## config.mk

```make
export PLATFORM = sky130hd
export DESIGN_NAME = fault_irq_regbank
export DESIGN_NICKNAME = d
export VERILOG_FILES = /design/src/rtl/fault_bank_pkg.sv /design/src/rtl/fault_sticky_bit.sv /design/src/rtl/irq_en_field.sv /design/src/rtl/fault_irq_regbank.sv
export SDC_FILE = /design/constraint.sdc
export NUM_CORES = 1
export LEC_CHECK = 0
export ABC_CLOCK_PERIOD_IN_PS = 2100
export BUFFER_PORTS_ARGS = -buffer_cell sky130_fd_sc_hd__buf_2
export CAP_MARGIN = 20
export CORE_MARGIN = 2
export CORE_UTILIZATION = 49
export CTS_BUF_LIST = sky130_fd_sc_hd__clkbuf_16
export DETAILED_ROUTE_END_ITERATION = 16
export GPL_ROUTABILITY_DRIVEN = 1
export GPL_TIMING_DRIVEN = 1
export HOLD_SLACK_MARGIN = 0.03
export PLACE_DENSITY = 0.83
export SYNTH_ARGS = -nofsm -noshare
export SYNTH_HDL_FRONTEND = slang
export SYNTH_SLANG_ARGS = --single-unit
```

## constraint.sdc

```tcl
create_clock -name clk -period 2.1 [get_ports clk]
set_input_delay 0.42 -clock clk [delete_from_list [all_inputs] [get_ports clk]]
set_output_delay 0.42 -clock clk [all_outputs]
set_load 0.02 [all_outputs]
```

## src/rtl/fault_bank_pkg.sv

```systemverilog
package fault_bank_pkg;
  // write commands for an enable field
  localparam logic [1:0] EN_CMD_OFF = 2'b01;
  localparam logic [1:0] EN_CMD_ON  = 2'b11;
  // read-back codes of an enable field
  localparam logic [1:0] EN_RD_ON   = 2'b10;
  localparam logic [1:0] EN_RD_OFF  = 2'b00;

  typedef enum logic [1:0] {
    W_STATUS = 2'd0,
    W_ENABLE = 2'd1,
    W_CHAN   = 2'd2,
    W_GLOBAL = 2'd3
  } word_e;
endpackage

```

## src/rtl/fault_sticky_bit.sv

```systemverilog
module fault_sticky_bit (
  input  logic clk,
  input  logic rst,
  input  logic set_i,
  input  logic clr_i,
  output logic q_o
);
  always_ff @(posedge clk) begin
    if (rst)        q_o <= 1'b0;
    else if (set_i) q_o <= 1'b1;
    else if (clr_i) q_o <= 1'b0;
  end

  // a set bit stays set unless cleared
  a_r3_sticky_hold: assert property (@(posedge clk) disable iff (rst)
    q_o && !clr_i |=> q_o);
  // a present event always wins
  a_r5_set_wins: assert property (@(posedge clk) disable iff (rst)
    set_i |=> q_o);
  // a clear without an event removes the bit
  a_r4_clear_takes: assert property (@(posedge clk) disable iff (rst)
    clr_i && !set_i |=> !q_o);
endmodule

```

## src/rtl/irq_en_field.sv

```systemverilog
module irq_en_field
  import fault_bank_pkg::*;
#(
  parameter bit RST_ON = 1'b1
) (
  input  logic       clk,
  input  logic       rst,
  input  logic       wr_i,
  input  logic [1:0] code_i,
  output logic       on_o
);
  always_ff @(posedge clk) begin
    if (rst)                              on_o <= RST_ON;
    else if (wr_i && code_i == EN_CMD_ON)  on_o <= 1'b1;
    else if (wr_i && code_i == EN_CMD_OFF) on_o <= 1'b0;
  end

  // command 3 enables, command 1 disables, 0 and 2 hold
  a_r6_cmd_on: assert property (@(posedge clk) disable iff (rst)
    wr_i && code_i == 2'b11 |=> on_o);
  a_r6_cmd_off: assert property (@(posedge clk) disable iff (rst)
    wr_i && code_i == 2'b01 |=> !on_o);
  a_r6_no_cmd_holds: assert property (@(posedge clk) disable iff (rst)
    !(wr_i && code_i[0]) |=> $stable(on_o));
endmodule

```

## src/rtl/fault_irq_regbank.sv

```systemverilog
module fault_irq_regbank
  import fault_bank_pkg::*;
#(
  parameter int ADDR_W = 5,
  parameter int DATA_W = 16,
  parameter int N_GEN  = 7,
  parameter int N_CH   = 4,
  parameter logic [N_GEN:0] EN_RST = 8'hF9
) (
  input  logic              clk,
  input  logic              rst,
  input  logic [ADDR_W-1:0] addr,
  input  logic [DATA_W-1:0] wdata,
  input  logic              we,
  input  logic [N_GEN-1:0]  fault_evt,
  input  logic [N_CH-1:0]   chan_open_evt,
  input  logic [N_CH-1:0]   chan_short_evt,
  output logic [DATA_W-1:0] rdata,
  output logic              irq_n
);
  localparam int N_SRC  = N_GEN + 1;
  localparam int PARENT = N_GEN;

  logic              hit;
  word_e             word;
  logic              wr_status, wr_enable, wr_global;
  logic [N_SRC-1:0]  set_vec, clr_vec, status, en_on;
  logic [N_CH-1:0]   open_q, short_q;
  logic              glob_on;
  logic [DATA_W-1:0] rd_word;

  // address decode: even byte offsets 0x00..0x06 only
  assign hit       = (addr[0] == 1'b0) && (addr[ADDR_W-1:3] == '0);
  assign word      = word_e'(addr[2:1]);
  assign wr_status = we && hit && (word == W_STATUS);
  assign wr_enable = we && hit && (word == W_ENABLE);
  assign wr_global = we && hit && (word == W_GLOBAL);

  assign set_vec = {(|chan_open_evt) | (|chan_short_evt), fault_evt};

  generate
    for (genvar k = 0; k < N_SRC; k++) begin : g_src
      assign clr_vec[k] = wr_status && wdata[2*k+1] && wdata[2*k];

      fault_sticky_bit u_stat (
        .clk  (clk),
        .rst  (rst),
        .set_i(set_vec[k]),
        .clr_i(clr_vec[k]),
        .q_o  (status[k])
      );

      irq_en_field #(.RST_ON(EN_RST[k])) u_en (
        .clk   (clk),
        .rst   (rst),
        .wr_i  (wr_enable),
        .code_i(wdata[2*k+1:2*k]),
        .on_o  (en_on[k])
      );
    end

    for (genvar c = 0; c < N_CH; c++) begin : g_ch
      fault_sticky_bit u_open (
        .clk  (clk),
        .rst  (rst),
        .set_i(chan_open_evt[c]),
        .clr_i(clr_vec[PARENT]),
        .q_o  (open_q[c])
      );
      fault_sticky_bit u_short (
        .clk  (clk),
        .rst  (rst),
        .set_i(chan_short_evt[c]),
        .clr_i(clr_vec[PARENT]),
        .q_o  (short_q[c])
      );
    end
  endgenerate

  irq_en_field #(.RST_ON(1'b1)) u_glob (
    .clk   (clk),
    .rst   (rst),
    .wr_i  (wr_global),
    .code_i(wdata[1:0]),
    .on_o  (glob_on)
  );

  // read multiplexer
  always_comb begin
    rd_word = '0;
    if (hit) begin
      case (word)
        W_STATUS: for (int k = 0; k < N_SRC; k++) rd_word[2*k+1] = status[k];
        W_ENABLE: for (int k = 0; k < N_SRC; k++)
                    rd_word[2*k +: 2] = en_on[k] ? EN_RD_ON : EN_RD_OFF;
        W_CHAN: begin
          rd_word[N_CH-1:0]      = open_q;
          rd_word[2*N_CH-1:N_CH] = short_q;
        end
        W_GLOBAL: rd_word[1:0] = glob_on ? EN_RD_ON : EN_RD_OFF;
        default:  rd_word = '0;
      endcase
    end
  end

  always_ff @(posedge clk) begin
    if (rst) begin
      rdata <= '0;
      irq_n <= 1'b1;
    end else begin
      rdata <= rd_word;
      irq_n <= !(glob_on && |(status & en_on));
    end
  end

  // global enable off keeps the line released
  a_r8_global_gate: assert property (@(posedge clk) disable iff (rst)
    !glob_on |=> irq_n);
  // an enabled pending fault pulls the line low
  a_r8_pending_asserts: assert property (@(posedge clk) disable iff (rst)
    glob_on && |(status & en_on) |=> !irq_n);
  // a channel flag never outlives its parent status
  a_r7_parent_covers: assert property (@(posedge clk) disable iff (rst)
    |{open_q, short_q} |-> status[PARENT]);
  // reserved-address writes leave the enables alone
  a_r10_reserved_write: assert property (@(posedge clk) disable iff (rst)
    we && !hit |=> $stable(en_on) && $stable(glob_on));
endmodule

```

---- After elaboration in Yosys (flattened, before gate mapping) ----
Index checks and enable logic that the tools add are counted.
storage, ports and cells
  output and inout port bits .............. 17
  word-level logic and storage cells ...... 174
  register bits after elaboration ......... 42
  input bits .............................. 39
operators by class
  multiplexer cells ....................... 49
  bitwise gates (word level) .............. 5
  equality and inequality tests ........... 19
  reductions and logical operators ........ 73
operator list
  cell                                                              count
  1-bit logical AND                                                 40
  2-bit nonzero test                                                18
  1-bit two-way mux                                                 28
  2-bit == test (second input constant)                             10
  2-bit by 1-bit == test with 1-bit output (second input constant)  9
  2-bit two-way mux                                                 9
  2-bit OR reduction                                                8
  1-bit one-hot mux with 2 select lines                             7
  1-bit one-hot mux with 3 select lines                             4
  8-bit bitwise AND                                                 1
  4-bit OR reduction                                                2
  8-bit OR reduction                                                1
  2-bit logical NOT                                                 2
  1-bit one-hot mux with 4 select lines                             1
  1-bit inverter                                                    3
  3-bit OR reduction                                                1
  1-bit logical NOT                                                 1
  1-bit OR                                                          1

---- Logic depth before layout (Yosys ltp) ----
Gate-level depths: netlist (run 1).
  word-level depth ........................ 8
  gate-level depth with buffers ........... 5
  gate-level depth less buffers ........... 3

---- Cells and area by module ----
Synthesis (run 1) repeated with hierarchy kept, for this count alone.
unflattened totals
  cells, all modules ...................... 166
  area, all modules ....................... 1657.8 µm²
modules (own cells, without submodules)
  module                             times used  area each (µm²)  cells each  seq. area each (µm²)
  fault_irq_regbank                  1           686.9            73          260.2
  fault_sticky_bit                   16          38.8             4           20.0
  irq_en_field at g_src[0].u_en ...  7           37.5             3           20.0
  irq_en_field at g_src[1].u_en ...  2           43.8             4           20.0

---- Worst setup path after synthesis (run 1) ----
No wires, ideal clock.
  path kind ............................... input -> register
  start ................................... input port addr[4]
  end ..................................... register g_ch[0].u_open.q_o
  path buffers ............................ 1
  stages .................................. 4
  path slack .............................. 406 ps
  arrival ................................. 1553 ps
  library setup time ...................... 141 ps
  data required time ...................... 1959 ps
  cell sequence ........................... or4b_4 buf_6 nor4_4 o22ai_1
between the ends
  cells in the longest elaborated chain, start to end .. 7
ends and longest elaborated chain
  item                            RTL line                 RTL
  start: declaration              fault_irq_regbank.sv:12  input logic [ADDR_W-1:0] addr,
  2-bit logical NOT               fault_irq_regbank.sv:33  assign hit = (addr[0] == 1'b0) && (addr[ADDR_W-1:3] == '0);
  1-bit logical AND               fault_irq_regbank.sv:33
  1-bit logical AND (2 in a row)  fault_irq_regbank.sv:35  assign wr_status = we && hit && (word == W_STATUS);
  1-bit logical AND (2 in a row)  fault_irq_regbank.sv:43  assign clr_vec[k] = wr_status && wdata[2*k+1] && wdata[2*k];
  2-bit nonzero test (no line)    --
  end signal: assignment          fault_sticky_bit.sv:9    if (rst) q_o <= 1'b0;
  end signal: assignment          fault_sticky_bit.sv:10   else if (set_i) q_o <= 1'b1;
  end signal: assignment          fault_sticky_bit.sv:11   else if (clr_i) q_o <= 1'b0;
  end: declaration                fault_sticky_bit.sv:6    output logic q_o
No other way between the ends.
A chain may end at the register's enable or synchronous reset.

---- Worst setup path after layout (run 1) ----
  start ................................... input port addr[4]
  end ..................................... register g_ch[2].u_short.q_o
between the ends
  cells in the longest elaborated chain, start to end .. 7
ends and longest elaborated chain
  item                            RTL line
  2-bit logical NOT               fault_irq_regbank.sv:33
  1-bit logical AND               fault_irq_regbank.sv:33
  1-bit logical AND (2 in a row)  fault_irq_regbank.sv:35
  1-bit logical AND (2 in a row)  fault_irq_regbank.sv:43
  2-bit nonzero test (no line)    --
  end signal: assignment          fault_sticky_bit.sv:9
  end signal: assignment          fault_sticky_bit.sv:10
  end signal: assignment          fault_sticky_bit.sv:11
  end: declaration                fault_sticky_bit.sv:6
No other way between the ends.

==> impl_metrics.tcl, run 1 <==
set metrics [dict create \
    io-pin-count 56 \
    min_period_ps 1660 \
    status "finished, final reports clean" \
    cts_made_buffers 5 \
    ir_worst_vdd_v 0.000498 \
    finalSetupViolCount 0 \
    die_h_um 62.8 \
    grt_max_degree 43 \
    yosysMostFrequentCell "dfxtp_1" \
    antenna_found_initial 0 \
    skew_ps 5.20 \
    drc 0 \
    tritoncts "done" \
    cts_sinks 38 \
    yosysUniqueCellTypes 30 \
    synthFlopType "dfxtp_1" \
    synth_top_area_cell "dfxtp_1" \
    p_per_area_mw_per_mm2 781 \
    syn2layout_area_growth_pct 23.1 \
    ys_top_cells_by_area "dfxtp_1, mux2i_1, nand2b_1" \
    dp_hpwl_um 2520 \
    synthesis.area_mm2 0.00170 \
    drtAntennaViolNets 0 \
    rsz0062_at_grt "no" \
    async_flop_share_pct 0 \
    post-place-ws_ps 165 \
    synth_top_area_share_pct 44.9 \
    vias 1481 \
    port_buffers 51 \
    viasPerCell 5.29 \
    synth-edff-count 0 \
    grt_pass1_vias 1410 \
    post_cts_resized 0 \
    drtIter0Drc 57 \
    drive_above_1_share_pct 28.6 \
    synthTopCellsByCount "dfxtp_1, nor2_1, mux2i_1" \
    post_cts_buffers 0 \
    syn_area_per_cell_um2 9.32 \
    dr.pass1.iters 4 \
    whs_path_depth 3 \
    track_usage_pct 19.9 \
    gp_congestion 0.791 \
    leakagePower_uw 0.00102 \
    finalHoldViolations 0 \
    ys_seq_elements 38 \
    finalSetupTns_ps 0 \
    n_antenna_cell 0 \
    rr_worst_depth 2 \
    path_clk_slew_ps 50 \
    clockBufferDepth 2 \
    grt_pass1_wl_um 6110 \
    critPathArrivalTime_ps 1790 \
    min_path_type "primary input to register" \
    timing.final.crit_share_pct 79.1 \
    die_x_um 62.8 \
    synthCells 182 \
    cts_hold_buffers 0 \
    wl_um 3620 \
    drv_cap 0 \
    critPathLaunchType "primary input" \
    end_kind "register" \
    clock_latency_ps 280 \
    path_class "primary input to register" \
    ys_seq_area_share_pct 44.9 \
    layout.nets 272 \
    cp.required_ps 2230 \
    core_area_mm2 0.00334 \
    htreeDepth 2 \
    worst_slack_ps 439 \
    root_buffer "clkbuf_16" \
    start_util_pct 50.8 \
    globalRouteOverflowTotal 0 \
    cp_max_fo 9 \
    report.final.slew_viol_count 0 \
    synth-warning-count 0 \
    wl_per_cell_um 12.9 \
    die_area_mm2 0.00395 \
    rows 21 \
    fmaxAchievable_mhz 602 \
]
report_power, final:
| group | internal, µW | switching (µW) | leakage (µW) |
|---|---|---|---|
| sequential | 752 | 16.4 | 0.000313 |
| combinational | 81.1 | 96.1 | 0.000632 |
| clock | 428 | 256 | 0.0000724 |
| total | 1260 | 369 | 0.00102 |
critical path, cell delays in order:
cell	delay, ps
buf_2	110
or4b_4	630
nor4_4	460
o22ai_1	160
final cells by class:
cell class | instances | area (µm²)
flip-flops and latches | 38 | 761
clock buffers | 5 | 125
well taps | 46 | 57.6
clock inverters | 3 | 12.5
inverters | 15 | 56.3
repair buffers | 56 | 293
fillers | 278 | 1250
multi-input cells | 117 | 782
cells in the final DEF, fill, tap and decap left out, drive strengths merged, types with 2 or more instances in the layout:
master,instances
nor2,20
dfxtp,38
buf,56
nand2,8
nand2b,12
clkinv,2
and2,4
conb,4
nand3,8
nor4,3
mux2i,16
inv,16
nand4,2
nor2b,2
o22ai,8
a2bb2oi,3
clkbuf,5
o41ai,8
a21oi,7
a22oi,4
path summary, 6_finish.rpt:
check | startpoint | endpoint | slack, ps
worst max-delay path | addr[4] | g_ch[2].u_short.q_o | 440
worst min-delay path | fault_evt[6] | g_src[6].u_stat.q_o | 370
worst max register to register | u_glob.on_o | rdata[1] | 1050
worst min register to register | u_glob.on_o | irq_n | 440
flip-flops by register name (all words and copies together), names as in the netlist:
signal	count
rdata	12
g_src.u_en.on_o	8
g_src.u_stat.q_o	8
g_ch.u_open.q_o	4
g_ch.u_short.q_o	4
irq_n	1
u_glob.on_o	1
cells by family (layout without fill, tap and decap cells):
kind of cell           Yosys count  in the layout  synth area share, %
other                            1              4                0.221
AOI/OAI and AO/OA               31             31                 12.8
DFF                             38             38                 44.9
muxes                           17             17                 10.8
buffers and inverters           30             79                 9.67
and+or+nand+nor                 65             65                 21.6
layer usage:
metal  track usage, %  wire length, µm  vias up
li1                 -                -      731
met1             23.4             1510      679
met2             33.5             1760       64
met3             5.77              281        7
met4             8.89               73        0
met5                0                0        -
per-stage QoR:
step	instance area, µm²	hold slack, ps	util, %	cells	power, µW
final	2090	372	62.5	280	1630
after detailed placement	1950	427	58.4	272	958
after CTS	2090	367	62.5	280	1640
after global placement	1950	435	58.4	272	953
after floorplan	1710	393	-	185	897
after global routing	2090	371	62.5	280	1700
(Power assumes the default switching activity.)
==> run 2: changes to the inputs <==
- ABC_CLOCK_PERIOD_IN_PS: 2100 -> 1350
- CORE_UTILIZATION: 49 -> 45
- PLACE_DENSITY: 0.83 -> 0.8
- clock period: 2.1 -> 1.35 ns (I/O delays scaled with it)
==> run 2 against run 1 <==
  * Die area grew 8.3%
  * Routed wire length grew 20%
  * Clock power grew 56%
  * Sequential share of layout area shrank 2.2 points
  * Critical path depth is the same
  * First-iteration DRC count grew 110%
  * Worst setup slack lost 430 ps
  * Cell count grew 3.9%
==> impl_metrics.tcl, run 2 (synthesized netlist as in run 1, its figures left out) <==
set metrics [dict create \
    power_switching_share_pct 23.5 \
    drive_above_1_share_pct 33.3 \
    p_int_uw 1980 \
    dp_hpwl_um 2930 \
    p_clk_share_pct 41.3 \
    power.switching_uw 606 \
    vias 1571 \
    wl_um 4330 \
    track_usage_pct 21.2 \
    die_h_um 65.4 \
    final_area_mm2 0.00222 \
    leakagePower_uw 0.00108 \
    top_register "rdata" \
    final_cell_mix "buf_2, dfxtp_1, nor2_1" \
    path_clk_slew_ps 50 \
    largest_reg_flops 12 \
    io-pin-count 56 \
    path_class "primary input to register" \
    min_path_type "primary input to register" \
    cp.required_ps 1500 \
    min_period_ps 1340 \
    finalHoldViolations 0 \
    end_kind "register" \
    die_area_mm2 0.00427 \
    ir_worst_vdd_v 0.000485 \
    report.final.slew_viol_count 0 \
    root_buffer "clkbuf_16" \
    rrSetupSlack_ps 330 \
    worst_slack_ps 13.1 \
    fmaxAchievable_mhz 748 \
    rows 22 \
    grt_pass1_wl_um 6690 \
    timing.final.crit_share_pct 99.0 \
    die_x_um 65.4 \
    finalSetupViolCount 0 \
    cts_sinks 38 \
    critPathArrivalTime_ps 1490 \
    placed_cell_area_mm2 0.00202 \
    pwr-share-seq_pct 46.5 \
    layout.nets 282 \
    n_antenna_cell 0 \
    pwr-share-comb_pct 12.2 \
    htreeDepth 2 \
    cts_made_buffers 5 \
    critPathLaunchType "primary input" \
    clock_latency_ps 280 \
    cp_max_fo 5 \
    clockBufferDepth 2 \
    port_buffers 51 \
    viasPerCell 5.40 \
    drtIter0Drc 118 \
    gp_congestion 0.860 \
    p_per_area_mw_per_mm2 1160 \
    tritoncts "done" \
    status "finished, final reports clean" \
    post-place-ws_ps -302 \
    syn2layout_area_growth_pct 30.8 \
    power_uw 2580 \
    antenna_found_initial 0 \
    rsz0062_at_grt "yes" \
    biggestRegsByFlops "rdata: 12 flops, g_src.u_en.on_o: 8 flops, g_src.u_stat.q_o: 8 flops" \
    start_util_pct 46.7 \
    globalRouteOverflowTotal 0 \
    grt_pass1_vias 1491 \
    drtAntennaViolNets 0 \
    core_area_mm2 0.00363 \
    wl_per_cell_um 14.9 \
    final_common_cell "buf_2" \
    grt_max_degree 43 \
    skew_ps 2.64 \
    drv_cap 0 \
    drc 0 \
    finalSetupTns_ps 0 \
    dr.pass1.iters 5 \
]
==> run 2: metrics by stage <==
stage                     hold slack [ps]  util (%)  cells
final                                 221      61.1    291
after global routing                  242      61.1    291
after CTS                             217      59.4    290
after detailed placement              423      55.6    283
after global placement                415      55.6    283
after floorplan                       393         -    185
==> run 2: worst paths after layout <==
kind | end | startpoint | cells after the start
min reg2reg | irq_n | u_glob.on_o | 1
min | g_src[2].u_stat.q_o | fault_evt[2] | 3
max | g_src[2].u_stat.q_o | addr[0] | 4
max reg2reg | rdata[1] | u_glob.on_o | 2
==> run 2: layer usage <==
layer | vias to the layer above | GRT usage, % | part of all wire, %
met5 | - | 0 | 0
met4 | 0 | 8.85 | 1.9
met3 | 8 | 4.62 | 6.7
met2 | 70 | 38.6 | 51
met1 | 743 | 23.7 | 40
li1 | 750 | - | -
==> run 2: cell type report <==
type | instances | area (µm²)
Tap cell | 48 | 60.1
Inverter | 15 | 56.3
Multi-Input combinational cell | 118 | 845
Timing Repair Buffer | 65 | 364
Sequential cell | 38 | 761
Fill cell | 337 | 1420
Clock inverter | 2 | 7.51
Clock buffer | 5 | 125
==> run 2: repair_timing <==
item	in CTS	in global routing
buffers inserted	0	0
pin swaps	2	2
hold buffers	0	0
endpoints found under the setup margin	5	16
gates cloned	0	1
resized for setup	1	7
==> run 2: worst max-delay path: stages <==
cell and delay [ps]:
buf_2 120, or4b_4 610, o41ai_1 370, a21oi_1 110
==> run 2: power groups by stage <==
stage | Sequential, µW | Combinational, µW | Clock (µW)
floorplan | 1220 | 176 | 0
global placement | 1220 | 280 | 0
detailed placement | 1220 | 288 | 0
CTS | 1200 | 293 | 1090
global route | 1200 | 343 | 1120
finish | 1200 | 314 | 1070
==> run 3: changes to the inputs <==
- BUFFER_PORTS_ARGS: -buffer_cell sky130_fd_sc_hd__buf_2 -> -buffer_cell sky130_fd_sc_hd__buf_4
==> run 3 against run 2 <==
  * Maximum frequency is 0.20% lower
  * Non-clock buffer count is 4 lower
  * Power is 1.5% higher
  * Combinational power is 5% higher
  * Sequential share of layout area is 1.5 points lower
  * Sequential power hardly changed
  * Clock power hardly changed
  * Routed wire length is 10% lower
  * Die area stayed put
  * Utilization is 2.8 points higher
  * Register-to-register slack hardly changed
  * Cell count is 1.0% lower
  * Largest power group unchanged
==> impl_metrics.tcl, run 3 (synthesized netlist as in run 1, its figures left out) <==
set metrics [dict create \
    rows 22 \
    min_period_ps 1340 \
    timing.final.crit_share_pct 99.2 \
    final_cell_mix "buf_4, dfxtp_1, nor2_1" \
    status "finished, final reports clean" \
    drv_cap 0 \
    cp.required_ps 1500 \
    drc 0 \
    track_usage_pct 18.7 \
    regArea_um2 761 \
    layout.nets 278 \
    fmaxAchievable_mhz 747 \
    start_util_pct 46.7 \
    die_area_mm2 0.00427 \
    core_area_mm2 0.00363 \
    drtAntennaViolNets 0 \
    wl_um 3880 \
    path_clk_slew_ps 50 \
    root_buffer "clkbuf_16" \
    vias 1494 \
    post_cts_buffers 0 \
    clock_latency_ps 280 \
    min_path_type "primary input to register" \
    end_kind "register" \
    die_x_um 65.4 \
    final_common_cell "buf_4" \
    grt_max_degree 43 \
    drtIter0Drc 82 \
    finalSetupViolCount 0 \
    gp_congestion 0.795 \
    placed_cell_area_mm2 0.00212 \
    dr.pass1.iters 4 \
    antenna_found_initial 0 \
    grt_pass1_vias 1431 \
    post-place-ws_ps -291 \
    cts_sinks 38 \
    dp_hpwl_um 2680 \
    clockBufferDepth 2 \
    wl_per_cell_um 13.5 \
    io-pin-count 56 \
    tritoncts "done" \
    cp_max_fo 8 \
    biggestRegsByFlops "rdata: 12 flops, g_src.u_en.on_o: 8 flops, g_src.u_stat.q_o: 8 flops" \
    critPathArrivalTime_ps 1490 \
    top_register "rdata" \
    report.final.slew_viol_count 0 \
    final_area_mm2 0.00232 \
    syn2layout_area_growth_pct 36.8 \
    die_h_um 65.4 \
    n_antenna_cell 0 \
    drive_above_1_share_pct 32.5 \
    critPathLaunchType "primary input" \
    rsz0062_at_grt "yes" \
    largest_reg_flops 12 \
    viasPerCell 5.19 \
    multi_input_area_um2 832 \
    skew_ps 4.51 \
    cts_made_buffers 5 \
    worst_slack_ps 10.4 \
    grt_pass1_wl_um 6080 \
    globalRouteOverflowTotal 0 \
    cts_hold_buffers 0 \
    finalHoldViolations 0 \
    port_buffers 51 \
    htreeDepth 2 \
    p_per_area_mw_per_mm2 1130 \
    path_class "primary input to register" \
    ir_worst_vdd_v 0.000804 \
    leakagePower_uw 0.00109 \
    fillerInstances 309 \
]
run 3: cell types whose count changed in the layout (fill, tap and decap cells not counted), sizes merged:
cell,change
clkinv,+2
inv,-1
buf,-4
run 3: critical path, cell delays in order:
cell and delay [ps]:
buf_8 100, or4b_4 590, nor4_4 280, buf_6 160, o22ai_1 80
run 3: area by class of cell:
cell class | count | area share, %
clock buffers | 5 | 5.39
multi-input cells | 118 | 35.9
repair buffers | 61 | 20.4
well taps | 48 | 2.59
flip-flops and latches | 38 | 32.8
inverters | 15 | 2.43
clock inverters | 3 | 0.539
run 3: final timing paths:
path | from | end | slack [ps] | depth (start not counted)
setup / recovery | addr[0] | g_ch[3].u_open.q_o | 10 | 5
hold / removal | fault_evt[4] | g_src[4].u_stat.q_o | 230 | 3
setup reg to reg | g_src[0].u_stat.q_o | rdata[1] | 330 | 2
hold reg to reg | u_glob.on_o | irq_n | 430 | 1
run 3: power breakdown:
part           total [µW]  switching (µW)  internal (µW)
sequential           1200            28.4           1170
combinational         329             153            176
clock                1090             427            666
run 3: what timing repair did:
action,CTS,global route
pin swaps,0,3
gates cloned,0,1
endpoints found under the setup margin,1,13
gates resized for setup,1,9
run 3: stage by stage:
stage                     TNS [ps]  utilization [%]  std cells  hold slack (ps)  power (µW)
final                            0             63.8        288              230        2620
after global routing         -88.4             63.8        288              238        2730
after CTS                    -6.49             62.3        287              224        2620
after detailed placement     -5450             58.3        279              415        1530
after global placement       -5030             58.3        279              413        1520
after floorplan              -2230                -        185              393        1390
run 3: layer usage:
metal  share of wire, %  up-vias  wire (µm)  global-route usage, %
li1                   -      744          -                      -
met1                 39      683       1530                   21.7
met2                 50       61       1960                   32.0
met3                8.3        6        323                   5.99
met4                1.7        0         64                   7.29
met5                  0        -          0                      0
